File: config.mk
export PLATFORM = sky130hd
export DESIGN_NAME = cfg_i2c_slave
export DESIGN_NICKNAME = d
export VERILOG_FILES = /design/src/rtl/cfgi2c_pkg.sv /design/src/rtl/cfgi2c_sync.sv /design/src/rtl/cfgi2c_regfile.sv /design/src/rtl/cfgi2c_fsm.sv /design/src/rtl/cfg_i2c_slave.sv
export SDC_FILE = /design/constraint.sdc
export NUM_CORES = 1
export LEC_CHECK = 0
export ABC_AREA = 0
export BUFFER_PORTS_ARGS = -buffer_cell sky130_fd_sc_hd__buf_2
export CELL_PAD_IN_SITES_DETAIL_PLACEMENT = 0
export CELL_PAD_IN_SITES_GLOBAL_PLACEMENT = 2
export CORE_UTILIZATION = 30
export DETAILED_ROUTE_END_ITERATION = 8
export PLACE_DENSITY_LB_ADDON = 0.15
export SLEW_MARGIN = 20
export SYNTH_ARGS = -nofsm -noshare
export SYNTH_HDL_FRONTEND = slang
export SYNTH_HIERARCHICAL = 1
export SYNTH_SLANG_ARGS = --single-unit
File: constraint.sdc
create_clock -name clk -period 2.6 [get_ports clk]
set_clock_uncertainty 0.2 [all_clocks]
set_input_delay 0.13 -clock clk [delete_from_list [all_inputs] [get_ports clk]]
set_output_delay 0.13 -clock clk [all_outputs]
set_load 0.01 [all_outputs]
File: src/rtl/cfgi2c_pkg.sv
package cfgi2c_pkg;

    localparam int unsigned BYTE_W = 8;

    typedef enum logic [2:0] {
        ST_IDLE,
        ST_ADDR,
        ST_ADDR_ACK,
        ST_RX_BYTE,
        ST_RX_ACK,
        ST_TX_BYTE,
        ST_TX_ACK
    } cfg_state_t;

endpackage

File: src/rtl/cfgi2c_sync.sv
// Brings SCL and SDA into the clk domain and flags edges and bus conditions.
module cfgi2c_sync #(
    parameter int unsigned SYNC_N = 2
) (
    input  logic clk,
    input  logic rst_n,
    input  logic scl_i,
    input  logic sda_i,
    output logic scl_s,
    output logic sda_s,
    output logic scl_rise,
    output logic scl_fall,
    output logic start_det,
    output logic stop_det
);

    logic [SYNC_N-1:0] scl_pipe;
    logic [SYNC_N-1:0] sda_pipe;
    logic              scl_q;
    logic              sda_q;

    always_ff @(posedge clk or negedge rst_n) begin
        if (!rst_n) begin
            scl_pipe <= '1;
            sda_pipe <= '1;
            scl_q    <= 1'b1;
            sda_q    <= 1'b1;
        end else begin
            scl_pipe <= {scl_pipe[SYNC_N-2:0], scl_i};
            sda_pipe <= {sda_pipe[SYNC_N-2:0], sda_i};
            scl_q    <= scl_pipe[SYNC_N-1];
            sda_q    <= sda_pipe[SYNC_N-1];
        end
    end

    assign scl_s     = scl_pipe[SYNC_N-1];
    assign sda_s     = sda_pipe[SYNC_N-1];
    assign scl_rise  = scl_s & ~scl_q;
    assign scl_fall  = ~scl_s & scl_q;
    // SDA moving while SCL stays high marks a bus condition.
    assign start_det = scl_s & scl_q & sda_q & ~sda_s;
    assign stop_det  = scl_s & scl_q & ~sda_q & sda_s;

endmodule

File: src/rtl/cfgi2c_regfile.sv
// Control register bank with per-register reset defaults.
module cfgi2c_regfile #(
    parameter int unsigned          NREG         = 6,
    parameter logic [NREG*8-1:0]    REG_DEFAULTS = '0,
    localparam int unsigned         IDX_W        = (NREG > 1) ? $clog2(NREG) : 1
) (
    input  logic                 clk,
    input  logic                 rst_n,
    input  logic                 wr_en,
    input  logic [IDX_W-1:0]     wr_idx,
    input  logic [7:0]           wr_data,
    output logic [NREG*8-1:0]    regs_flat
);

    for (genvar g = 0; g < NREG; g++) begin : g_reg
        logic [7:0] value;

        always_ff @(posedge clk or negedge rst_n) begin
            if (!rst_n) begin
                value <= REG_DEFAULTS[g*8 +: 8];
            end else if (wr_en && (wr_idx == IDX_W'(g))) begin
                value <= wr_data;
            end
        end

        assign regs_flat[g*8 +: 8] = value;
    end

endmodule

File: src/rtl/cfgi2c_fsm.sv
// Protocol controller: address match, block write/read phases, ACK drive.
module cfgi2c_fsm
    import cfgi2c_pkg::*;
#(
    parameter int unsigned  NREG     = 6,
    parameter logic [6:0]   DEV_ADDR = 7'h69,
    localparam int unsigned IDX_W    = (NREG > 1) ? $clog2(NREG) : 1,
    localparam int unsigned PH_MAX   = NREG + 2,
    localparam int unsigned PH_W     = $clog2(PH_MAX + 1),
    localparam int unsigned RD_W     = $clog2(NREG + 1)
) (
    input  logic              clk,
    input  logic              rst_n,
    input  logic              sda_s,
    input  logic              scl_rise,
    input  logic              scl_fall,
    input  logic              start_det,
    input  logic              stop_det,
    input  logic [NREG*8-1:0] regs_flat,
    output logic              wr_en,
    output logic [IDX_W-1:0]  wr_idx,
    output logic [7:0]        wr_data,
    output logic              sda_oe,
    output cfg_state_t        st_o
);

    cfg_state_t        st;
    cfg_state_t        st_nx;
    logic [3:0]        bit_cnt;
    logic [7:0]        shift;
    logic              is_read;
    logic [PH_W-1:0]   byte_ph;
    logic [7:0]        tx_sh;
    logic [RD_W-1:0]   rd_idx;
    logic [7:0]        next_tx;
    logic              byte_done;
    logic              addr_hit;

    assign byte_done = scl_fall && (bit_cnt == 4'd8);
    assign addr_hit  = (shift[7:1] == DEV_ADDR);

    always_comb begin
        if (rd_idx < RD_W'(NREG)) begin
            next_tx = regs_flat[int'(rd_idx)*BYTE_W +: BYTE_W];
        end else begin
            next_tx = 8'hFF;
        end
    end

    // State register
    always_ff @(posedge clk or negedge rst_n) begin
        if (!rst_n) begin
            st <= ST_IDLE;
        end else begin
            st <= st_nx;
        end
    end

    // Next-state logic
    always_comb begin
        st_nx = st;
        if (start_det) begin
            st_nx = ST_ADDR;
        end else if (stop_det) begin
            st_nx = ST_IDLE;
        end else begin
            unique case (st)
                ST_IDLE:     st_nx = ST_IDLE;
                ST_ADDR:     if (byte_done) st_nx = addr_hit ? ST_ADDR_ACK : ST_IDLE;
                ST_ADDR_ACK: if (scl_fall) st_nx = is_read ? ST_TX_BYTE : ST_RX_BYTE;
                ST_RX_BYTE:  if (byte_done) st_nx = ST_RX_ACK;
                ST_RX_ACK:   if (scl_fall) st_nx = ST_RX_BYTE;
                ST_TX_BYTE:  if (scl_fall && (bit_cnt == 4'd7)) st_nx = ST_TX_ACK;
                ST_TX_ACK: begin
                    if (scl_rise && sda_s) begin
                        st_nx = ST_IDLE;
                    end else if (scl_fall) begin
                        st_nx = ST_TX_BYTE;
                    end
                end
                default:     st_nx = ST_IDLE;
            endcase
        end
    end

    // Datapath: bit counter, shifters, byte phase and read index
    always_ff @(posedge clk or negedge rst_n) begin
        if (!rst_n) begin
            bit_cnt <= '0;
            shift   <= '0;
            is_read <= 1'b0;
            byte_ph <= '0;
            tx_sh   <= '1;
            rd_idx  <= '0;
        end else if (start_det) begin
            bit_cnt <= '0;
            byte_ph <= '0;
            is_read <= 1'b0;
            tx_sh   <= '1;
        end else begin
            case (st)
                ST_ADDR, ST_RX_BYTE: begin
                    if (scl_rise) begin
                        shift   <= {shift[6:0], sda_s};
                        bit_cnt <= bit_cnt + 4'd1;
                    end
                    if (byte_done && (st == ST_ADDR)) begin
                        is_read <= shift[0];
                    end
                    if (byte_done && (st == ST_RX_BYTE) && (byte_ph != PH_W'(PH_MAX))) begin
                        byte_ph <= byte_ph + 1'b1;
                    end
                end
                ST_ADDR_ACK: begin
                    if (scl_fall) begin
                        bit_cnt <= '0;
                        if (is_read) begin
                            tx_sh  <= BYTE_W'(NREG);
                            rd_idx <= '0;
                        end
                    end
                end
                ST_RX_ACK: begin
                    if (scl_fall) begin
                        bit_cnt <= '0;
                    end
                end
                ST_TX_BYTE: begin
                    if (scl_fall && (bit_cnt != 4'd7)) begin
                        tx_sh   <= {tx_sh[6:0], 1'b1};
                        bit_cnt <= bit_cnt + 4'd1;
                    end
                end
                ST_TX_ACK: begin
                    if (scl_fall) begin
                        tx_sh   <= next_tx;
                        bit_cnt <= '0;
                        if (rd_idx != RD_W'(NREG)) begin
                            rd_idx <= rd_idx + 1'b1;
                        end
                    end
                end
                default: ;
            endcase
        end
    end

    // Outputs
    always_comb begin
        unique case (st)
            ST_ADDR_ACK, ST_RX_ACK: sda_oe = 1'b1;
            ST_TX_BYTE:             sda_oe = ~tx_sh[7];
            default:                sda_oe = 1'b0;
        endcase
        wr_en   = (st == ST_RX_BYTE) && byte_done &&
                  (byte_ph >= PH_W'(2)) && (byte_ph < PH_W'(PH_MAX));
        wr_idx  = IDX_W'(byte_ph - PH_W'(2));
        wr_data = shift;
        st_o    = st;
    end

endmodule

File: src/rtl/cfg_i2c_slave.sv
module cfg_i2c_slave
    import cfgi2c_pkg::*;
#(
    parameter int unsigned        NREG         = 6,
    parameter logic [6:0]         DEV_ADDR     = 7'h69,
    parameter logic [NREG*8-1:0]  REG_DEFAULTS = {40'hFF_FFFF_FFFF, 8'h00},
    parameter int unsigned        SYNC_N       = 2,
    localparam int unsigned       IDX_W        = (NREG > 1) ? $clog2(NREG) : 1
) (
    input  logic              clk,
    input  logic              rst_n,
    input  logic              scl_i,
    input  logic              sda_i,
    output logic              sda_oe,
    output logic [NREG*8-1:0] cfg_regs
);

    logic             scl_s;
    logic             sda_s;
    logic             scl_rise;
    logic             scl_fall;
    logic             start_det;
    logic             stop_det;
    logic             wr_en;
    logic [IDX_W-1:0] wr_idx;
    logic [7:0]       wr_data;
    cfg_state_t       fsm_st;

    cfgi2c_sync #(.SYNC_N(SYNC_N)) u_sync (
        .clk       (clk),
        .rst_n     (rst_n),
        .scl_i     (scl_i),
        .sda_i     (sda_i),
        .scl_s     (scl_s),
        .sda_s     (sda_s),
        .scl_rise  (scl_rise),
        .scl_fall  (scl_fall),
        .start_det (start_det),
        .stop_det  (stop_det)
    );

    cfgi2c_fsm #(.NREG(NREG), .DEV_ADDR(DEV_ADDR)) u_fsm (
        .clk       (clk),
        .rst_n     (rst_n),
        .sda_s     (sda_s),
        .scl_rise  (scl_rise),
        .scl_fall  (scl_fall),
        .start_det (start_det),
        .stop_det  (stop_det),
        .regs_flat (cfg_regs),
        .wr_en     (wr_en),
        .wr_idx    (wr_idx),
        .wr_data   (wr_data),
        .sda_oe    (sda_oe),
        .st_o      (fsm_st)
    );

    cfgi2c_regfile #(.NREG(NREG), .REG_DEFAULTS(REG_DEFAULTS)) u_regs (
        .clk       (clk),
        .rst_n     (rst_n),
        .wr_en     (wr_en),
        .wr_idx    (wr_idx),
        .wr_data   (wr_data),
        .regs_flat (cfg_regs)
    );

endmodule

==> reports/metrics.csv, run 1 <==
metric,value,unit
core area,0.0139,mm²
placed cell area,0.00493,mm²
top-count cell post-synth,mux2_2,
layout cells sized above 1,55.2,%
top post-synthesis cells by count,"58 x mux2_2, 54 x dfstp_2, 31 x dfrtp_1, 20 x nor2_1, 18 x inv_1",
Worst Hold Class,in2async,
Tmin final,2.46,ns
synth-to-layout area growth,23.6,%
maximum vdd drop,0.000276,V
Synth top area share,32.9,%
Slew HR,46.2,%
Setup Crit Path Kind,reg2reg,
final setup margin,0.140,ns
total clock sinks,85,
DP Wirelength,7700,µm
Post-DRT Antenna Nets,0,
synth unique cells,60,
Post-synth EDFFs,0,
Die ar.,0.0149,mm²
CP Capture Type,flip-flop,
Max Slew Vio Count,0,
CP max stage delay,0.55,ns
CTS tree,yes,
"Data arrival, critical path",2.49,ns
first-pass GRT wire length,17200,µm
n_diodes,0,
DIE WIDTH,122,µm
synth warn,6,
Buf/Inv on CP,1,
largest net degree at the start of global routing,42,
Yosys top cell by area,dfstp_2,
CTS Buffer Depth,2,
final setup fails,0,
Most used DFF post-synth,dfstp_2,
die height,122,µm
htree depth,3,
vias in the first global route,2990,
num rows,43,
slowest CP cell,dfstp_2,
status,finished clean,
CTS root buf,clkbuf_16,
max_cap viols,0,
GRT Total Usage,15.3,%
asr flop ratio synth,100,%
top post-synthesis cells by area,"dfstp_2 33%, dfrtp_1 18%, mux2_2 15%",
Syn Nets,350,
Tcrit/Tclk final,94.6,%
DRC violation total after the first TritonRoute iteration,111,
Final Cell Area,0.00533,mm²
Vias,2931,
Critical Path Start Type,flip-flop,
Worst Path Max Fanout,8,
f_max,0.406,GHz
CTS buffer count,9,
Ports,53,
NumNets Final,422,
clk slew on worst S/H paths,0.07,ns
Least-Margin Pin Slew,0.803,ns
Pwr per Cell Area,765,mW/mm²
CP Cell Sequence,nor2b_4 -> nand4b_4 -> nor2_2 -> nand2_1 -> nor3_4 -> nor4b_4 -> buf_12 -> mux2_2,
Fin. Hold Viols,0,
mapped cell area,0.00431,mm²
initial core utilization,31.0,%
Leak Pwr,2.34,nW
final core utilization,38.3,%
"FF+latch count, synth",85,
Clock Latency Late Sink,0.34,ns
Post-Route WL,10700,µm
Critical Path RT,2.63,ns
Cells after Synth,338,
drt wl/cell,18.0,µm
dpl ws,0.0743,ns
global placement routability congestion,0.743,
initial antenna violation count,0,
IO Port Bufs,52,
sequential area share after synthesis,50.9,%
vias per cell,4.93,
total grt overflow,0,
cell family with most CP delay,simple AND/OR/NAND/NOR gates,
DR DRC count,0,
drt first pass iters,4,
syn_area_per_cell,12.8,µm²
through the flow:
step	total power, mW	hold slack, ns	cells	setup TNS (ns)
6_report	4.08	0.0640	595	0
5_1_grt	4.31	0.100	595	-0.00404
4_1_cts	4.11	0.0872	594	0
3_5_place_dp	2.75	-0.111	575	0
3_3_place_gp	2.76	-0.106	575	0
2_1_floorplan	2.42	-0.366	338	0
area by class of cell:
cell class / count / area (µm²)
clock buffer: 9 / 225
clock inverter: 7 / 81.3
fill: 1347 / 8600
inverter: 18 / 67.6
multi-input combinational: 218 / 2040
sequential: 85 / 2190
tap: 180 / 225
timing repair buffer: 78 / 502
worst register-to-register path, stage by stage, from the launching register on:
cell,delay [ns]
dfstp_2,0.55
nor2b_4,0.17
nand4b_4,0.12
nor2_2,0.12
nand2_1,0.09
nor3_4,0.29
nor4b_4,0.30
buf_12,0.17
mux2_2,0.34
logic make-up after synthesis:
| family | after synthesis | share of synthesized area (%) |
|---|---|---|
| simple gates | 85 | 12.1 |
| flops | 85 | 50.9 |
| buf+inv | 35 | 3.63 |
| xor+xnor | 2 | 0.406 |
| mux | 77 | 21.9 |
| compound gates | 46 | 8.76 |
| fa+ha+maj | 8 | 2.32 |
power breakdown:
| group | internal, mW | switching, mW | total [mW] | leakage (nW) |
|---|---|---|---|---|
| logic | 0.472 | 0.560 | 1.03 | 1.21 |
| registers | 1.53 | 0.200 | 1.73 | 0.975 |
| clock network | 0.760 | 0.565 | 1.32 | 0.152 |
| total | 2.76 | 1.32 | 4.08 | 2.34 |
routing by layer:
metal,wire (µm),up-vias,GRT usage (%)
met2,4840,62,22.9
li1,-,1380,-
met5,0,-,0
met1,5380,1477,22.1
met4,167,0,6.33
met3,319,12,2.15
path summary, 6_finish.rpt:
check	startpoint	endpoint	slack, ns	depth (start not counted)
worst min register to register	u_sync/sda_pipe[0]	u_sync/sda_pipe[1]	0.16	0
worst max register to register	u_sync/scl_q	u_regs/g_reg[0].value[6]	0.14	8
worst min-delay path	rst_n	u_fsm/bit_cnt[3]	0.06	2
min in group clk	u_sync/sda_pipe[0]	u_sync/sda_pipe[1]	0.16	0
worst max-delay path	u_sync/scl_q	u_regs/g_reg[0].value[6]	0.14	8
max in group asynchronous	rst_n	u_regs/g_reg[1].value[2]	1.48	3
cell usage in the layout, fill, tap and decap left out, types with 9 or more instances in the layout:
| cell | n |
|---|---|
| mux2i_1 | 10 |
| inv_1 | 18 |
| dfstp_2 | 54 |
| buf_4 | 19 |
| mux2_2 | 58 |
| buf_2 | 51 |
| clkbuf_16 | 9 |
| dfrtp_1 | 31 |
| nor2_1 | 19 |
| nand2_1 | 13 |
sequential cells by signal, indices dropped and copies added (netlist names), 3 cells and up:
signal and flops:
u_fsm/bit_cnt 4, u_fsm/tx_sh 8, u_regs/g.value 48, u_fsm/byte_ph 4, u_fsm/wr_data 8, u_fsm/rd_idx 3, u_fsm/st_o 3
what timing repair did:
item	in CTS	in global routing
hold buffers	3	0
setup endpoints to repair	0	32
hold endpoints to repair	49	0
setup buffers	0	1
gates resized for setup	0	10
No activity file was read; power rests on OpenSTA's default activity.
==> inputs of run 2 (changes only) <==
--- a/config.mk
+++ b/config.mk
@@ -12,6 +12,7 @@
 export CORE_UTILIZATION = 30
 export DETAILED_ROUTE_END_ITERATION = 8
 export PLACE_DENSITY_LB_ADDON = 0.15
+export RECOVER_POWER = 100
 export SLEW_MARGIN = 20
 export SYNTH_ARGS = -nofsm -noshare
 export SYNTH_HDL_FRONTEND = slang
==> run 2 against run 1 <==
  * The flow now finishes with violations (capacitance limit, slew limit)
  * Utilization decreased by 0.64 points
  * Register-to-register slack better by 0.02 ns
  * Critical path depth stayed put
  * Global-route usage did not move
  * Total power decreased by 1.1%
  * Combinational power about the same
  * Critical path type unchanged
  * Count of clock-buffer cells in the layout is the same
  * Cell area shrank 1.7%
  * First-iteration DRC count decreased by 22%
  * Sequential cell count stayed put
  * Largest power group unchanged
  * Clock power about the same
  * Cell count did not move
==> reports/metrics.csv, run 2 (synthesis gave the netlist of run 1 again) <==
metric,value,unit
Max Slew Vio Count,29,
drt first pass iters,4,
# placed instances,575,
die height,122,µm
DIE WIDTH,122,µm
Tcrit/Tclk final,93.9,%
Hold EP,u_sync/sda_pipe[1],
GRT Total Usage,15.3,%
DP Wirelength,7700,µm
drt wl/cell,18.0,µm
max_cap viols,1,
CP Capture Type,flip-flop,
"commonest non-fill, non-tap cell in the layout",mux2_2,
vias in the first global route,2990,
initial antenna violation count,0,
Worst Hold Class,reg2reg,
core area,0.0139,mm²
Clock Latency Late Sink,0.34,ns
Vias,2923,
failing checks,"capacitance limit, slew limit",
Post-DRT Antenna Nets,0,
DRC violation total after the first TritonRoute iteration,87,
synth-to-layout area growth,21.6,%
Leak Pwr,2.23,nW
DR DRC count,0,
Ports,53,
CP max stage delay,0.55,ns
Hold Crit Depth,0,
final setup fails,0,
n_diodes,0,
Least-Margin Pin Slew,1.69,ns
total grt overflow,0,
CTS Buffer Depth,2,
initial core utilization,31.0,%
hold path start,u_sync/sda_pipe[0],
cell family with most CP delay,simple AND/OR/NAND/NOR gates,
Critical Path Start Type,flip-flop,
Fin. Hold Viols,0,
Buf/Inv on CP,1,
Critical Path RT,2.63,ns
RSZ-0062 raised after global routing,false,
setup_tns,0,ns
Register-to-Register Path Depth,8,
f_max,0.410,GHz
first-pass GRT wire length,17200,µm
maximum vdd drop,0.000274,V
Post-Route WL,10700,µm
status,"finished, violations left",
layout cells sized above 1,41.4,%
reg2reg start,u_sync/scl_q,
IO Port Bufs,52,
CTS buffer count,9,
vias per cell,4.91,
CTS tree,yes,
largest net degree at the start of global routing,42,
htree depth,3,
CTS root buf,clkbuf_16,
Non-Filler Instances,595,
"commonest cells after routing, fill and taps aside","58 x mux2_2, 36 x buf_2, 35 x dfstp_1",
slowest CP cell,dfstp_2,
Pwr per Cell Area,770,mW/mm²
Die ar.,0.0149,mm²
global placement routability congestion,0.743,
CP Cell Sequence,nor2b_4 -> nand4b_4 -> nor2_2 -> nand2_1 -> nor3_4 -> nor4b_4 -> buf_12 -> mux2_2,
clk slew on worst S/H paths,0.07,ns
Largest Register,u_regs/g.value,
total clock sinks,85,
NumNets Final,422,
"Data arrival, critical path",2.47,ns
Worst Path Max Fanout,8,
Tmin final,2.44,ns
Slew HR,-12.6,%
Setup Crit Path Kind,reg2reg,
Worst R2R Setup Slack,0.16,ns
r2r endpoint,u_regs/g_reg[0].value[7],
num rows,43,
max FFs per register,48,
run 2: changes by cell type in the layout (fill, tap and decap cells not counted), sizes merged:
cell,change
buf,-21
clkbuf,+21
run 2: layer usage:
layer / vias up / global-route usage (%) / share of wire (%)
met5: - / 0 / 0
met4: 0 / 6.33 / 1.6
met3: 12 / 2.15 / 2.7
met2: 48 / 22.9 / 45
met1: 1487 / 22.1 / 51
li1: 1376 / - / -
run 2: area by class of cell:
class                   instances  area (µm²)
fillers                      1368        8690
flip-flops and latches         85        2190
multi-input cells             218        1990
repair buffers                 78         462
clock buffers                   9         225
well taps                     180         225
clock inverters                 7        81.3
inverters                      18        67.6
run 2: worst max-delay path by stage:
stage                          endpoint  depth (start not counted)  slack (ns)          from
2_1_floorplan  u_regs/g_reg[0].value[0]                          7       0.008  u_sync/scl_q
3_3_place_gp   u_regs/g_reg[2].value[4]                          8        0.12  u_sync/scl_q
3_5_place_dp   u_regs/g_reg[1].value[6]                          8        0.07  u_sync/scl_q
4_1_cts        u_regs/g_reg[2].value[0]                          8        0.04  u_sync/scl_q
5_1_grt        u_regs/g_reg[1].value[1]                          8        0.01  u_sync/scl_q
6_report       u_regs/g_reg[0].value[7]                          8        0.16  u_sync/scl_q
run 2: worst reg2reg max path, stage by stage (launching register included):
cell      delay [ns]
dfstp_2         0.55
nor2b_4         0.17
nand4b_4        0.12
nor2_2          0.12
nand2_1         0.09
nor3_4          0.28
nor4b_4         0.30
buf_12          0.17
mux2_2          0.33
run 2: where the power goes:
| part | leakage (nW) | switching (mW) | internal, mW |
|---|---|---|---|
| logic | 1.10 | 0.554 | 0.442 |
| clock network | 0.152 | 0.561 | 0.760 |
| registers | 0.985 | 0.200 | 1.52 |
run 2: what timing repair did:
action / in CTS / in global routing
setup endpoints to repair: 0 / 32
buffers inserted: 0 / 1
endpoints found under the hold margin: 49 / 0
gates resized for setup: 0 / 10
hold buffers: 3 / 0
run 2: metrics by stage:
step                utilization (%)  total power, mW  worst slack (ns)  area [µm²]  hold WS [ns]
floorplan                         -             2.42           0.00782        4320        -0.366
global placement               35.4             2.76             0.120        4930        -0.106
detailed placement             35.4             2.75            0.0743        4930        -0.111
CTS                            37.8             4.11            0.0435        5270        0.0872
global route                   37.6             4.27            0.0107        5250         0.160
finish                         37.6             4.04             0.159        5250         0.156
==> inputs of run 3 (changes only) <==
--- a/config.mk
+++ b/config.mk
@@ -5,10 +5,11 @@
 export SDC_FILE = /design/constraint.sdc
 export NUM_CORES = 1
 export LEC_CHECK = 0
-export ABC_AREA = 0
+export ABC_AREA = 1
 export BUFFER_PORTS_ARGS = -buffer_cell sky130_fd_sc_hd__buf_2
 export CELL_PAD_IN_SITES_DETAIL_PLACEMENT = 0
 export CELL_PAD_IN_SITES_GLOBAL_PLACEMENT = 2
+export CORE_ASPECT_RATIO = 1.1
 export CORE_UTILIZATION = 30
 export DETAILED_ROUTE_END_ITERATION = 8
 export PLACE_DENSITY_LB_ADDON = 0.15
==> run 3 against run 2 <==
  * The flow now finishes without violations
  * Sequential cell count stayed put
  * Critical path type unchanged
  * Largest cell class unchanged
  * Cell count grew 45%
  * Highest routed layer unchanged
  * Register-to-register slack better by 0.14 ns
  * Worst hold slack improved by 0.0083 ns
  * Combinational power fell by 46%
==> reports/metrics.csv, run 3 <==
metric,value,unit
final core utilization,35.9,%
top-count cell post-synth,nand2_1,
Ports,53,
Setup Crit Path Kind,reg2reg,
clk slew on worst S/H paths,0.06,ns
Hold Crit Depth,0,
Final Cell Area,0.00538,mm²
setup_tns,0,ns
Critical Path Start Type,flip-flop,
DP Wirelength,10300,µm
max FFs per register,48,
drt first pass iters,5,
sw frac,33.4,%
global placement routability congestion,0.781,
CTS Hold Bufs,4,
# placed instances,843,
total clock sinks,85,
Vias,3988,
CTS buffer count,9,
Worst Hold Class,reg2reg,
layout cells sized above 1,16.3,%
GR Layer Usage met2,32.0,%
clock share of power,35.9,%
hold path start,u_sync/scl_pipe[0],
DIE WIDTH,120,µm
"commonest cells after routing, fill and taps aside","264 x nand2_1, 79 x nand3_1, 40 x dfstp_1",
placed cell area,0.00511,mm²
Synth top area share,30.9,%
f_max,0.435,GHz
vias per cell,4.62,
core area,0.0150,mm²
asr flop ratio synth,100,%
top post-synthesis cells by area,"dfstp_2 31%, nand2_1 22%, dfrtp_1 17%",
CP Capture Type,flip-flop,
NumNets Final,674,
Most used DFF post-synth,dfstp_2,
Worst R2R Setup Slack,0.30,ns
Post-DRT Antenna Nets,0,
r2r endpoint,u_regs/g_reg[2].value[3],
Comb power frac,15.0,%
Worst Path Max Fanout,8,
final setup margin,0.302,ns
Tcrit/Tclk final,88.4,%
worst hold margin,0.165,ns
Critical Path RT,2.68,ns
Clock Latency Late Sink,0.34,ns
Top Usage Layer GRT,met2,
Largest Register,u_regs/g.value,
syn_area_per_cell,7.66,µm²
largest net degree at the start of global routing,42,
share of power burned in registers,49.1,%
Register-to-Register Path Depth,11,
"FF+latch count, synth",85,
maximum vdd drop,0.000300,V
drt wl/cell,16.5,µm
reg2reg start,u_sync/scl_q,
Post-Route WL,14300,µm
DRC violation total after the first TritonRoute iteration,202,
Post-synth EDFFs,0,
synth unique cells,35,
M3 GR Usage,2.47,%
Non-Filler Instances,863,
initial core utilization,30.6,%
max_cap viols,0,
IO Port Bufs,52,
Die ar.,0.0158,mm²
synth-to-layout area growth,17.2,%
"commonest non-fill, non-tap cell in the layout",nand2_1,
DR DRC count,0,
Least-Margin Pin Slew,1.05,ns
Post-CTS Setup Repair Bufs,0,
Tot Pwr,3.61,mW
RSZ-0062 raised after global routing,false,
Syn Nets,611,
GRT Total Usage,19.2,%
CTS Buffer Depth,2,
top post-synthesis cells by count,"263 x nand2_1, 78 x nand3_1, 54 x dfstp_2, 37 x inv_1, 31 x dfrtp_1",
Yosys top cell by area,dfstp_2,
CTS tree,yes,
htree depth,3,
vias in the first global route,4101,
initial antenna violation count,0,
Sw Pwr,1.21,mW
total grt overflow,0,
Tmin final,2.30,ns
synth warn,6,
Fin. Hold Viols,0,
dpl ws,0.397,ns
Cells after Synth,599,
status,finished clean,
Pwr per Cell Area,672,mW/mm²
mapped cell area,0.00459,mm²
final setup fails,0,
met1 global-route usage,25.1,%
Int Power,2.41,mW
die height,132,µm
Hold EP,u_sync/scl_pipe[1],
CTS resizes,0,
Slew HR,30.3,%
"Data arrival, critical path",2.38,ns
CTS root buf,clkbuf_16,
sequential area share after synthesis,47.8,%
CP Launch Point,u_sync/scl_q,
first-pass GRT wire length,23000,µm
Max Slew Vio Count,0,
num rows,47,
Leak Pwr,2.68,nW
n_diodes,0,
run 3: changes by cell type after synthesis, sizes merged, moves of 7 or more:
cell / previous run / this run
nand3: 7 / 82
nor2b: 7 / 0
o21ai: 3 / 20
mux2: 59 / 1
a21oi: 5 / 16
mux4: 8 / 0
mux2i: 10 / 0
nand2: 13 / 269
nor2: 20 / 33
inv: 18 / 46
run 3: final cells by class:
| type | count | area, µm² |
|---|---|---|
| inverters | 47 | 176 |
| well taps | 196 | 245 |
| multi-input cells | 450 | 2100 |
| clock buffers | 12 | 246 |
| repair buffers | 69 | 367 |
| flip-flops and latches | 85 | 2190 |
| clock inverters | 4 | 47.5 |
| fillers | 1599 | 9620 |
run 3: how the worst max path moves through the flow:
stage / to / slack, ns / cells after the start
detailed placement: u_regs/g_reg[1].value[2] / 0.40 / 11
finish: u_regs/g_reg[2].value[3] / 0.30 / 11
global route: u_regs/g_reg[2].value[7] / 0.1 / 11
CTS: u_regs/g_reg[1].value[2] / 0.38 / 11
global placement: u_regs/g_reg[1].value[1] / 0.43 / 11
floorplan: u_regs/g_reg[1].value[0] / 0.30 / 9
run 3: logic make-up after synthesis:
kind of cell               count (synthesis)  synth area share, %
buffers and inverters                     64                 5.97
and+or+nand+nor                          395                 37.7
xor gates and xnor gates                   4                0.763
muxes                                      1                0.245
AOI/OAI and AO/OA                         42                 5.32
adders and majority gates                  8                 2.18
DFF                                       85                 47.8
run 3: layer usage:
layer	vias up	wire (µm)
met1	1885	6520
met4	0	302
met5	-	0
met2	65	6920
li1	2021	-
met3	17	512
run 3: critical path: stages, from the launching register on:
cell and delay (ns):
dfstp_1 0.54, inv_1 0.04, nor2_1 0.12, nand4_1 0.15, nor4_1 0.26, buf_4 0.16, inv_1 0.08, nor2_8 0.15
clkbuf_2 0.23, nand2_2 0.15, nand2_1 0.09, nand2_1 0.05
run 3: power groups by stage:
stage	Combinational (mW)	Sequential [mW]	Clock, mW
after global routing	0.630	1.80	1.40
after detailed placement	0.562	1.81	0
final	0.543	1.78	1.30
after floorplan	0.420	1.64	0
after global placement	0.556	1.81	0
after CTS	0.571	1.79	1.35
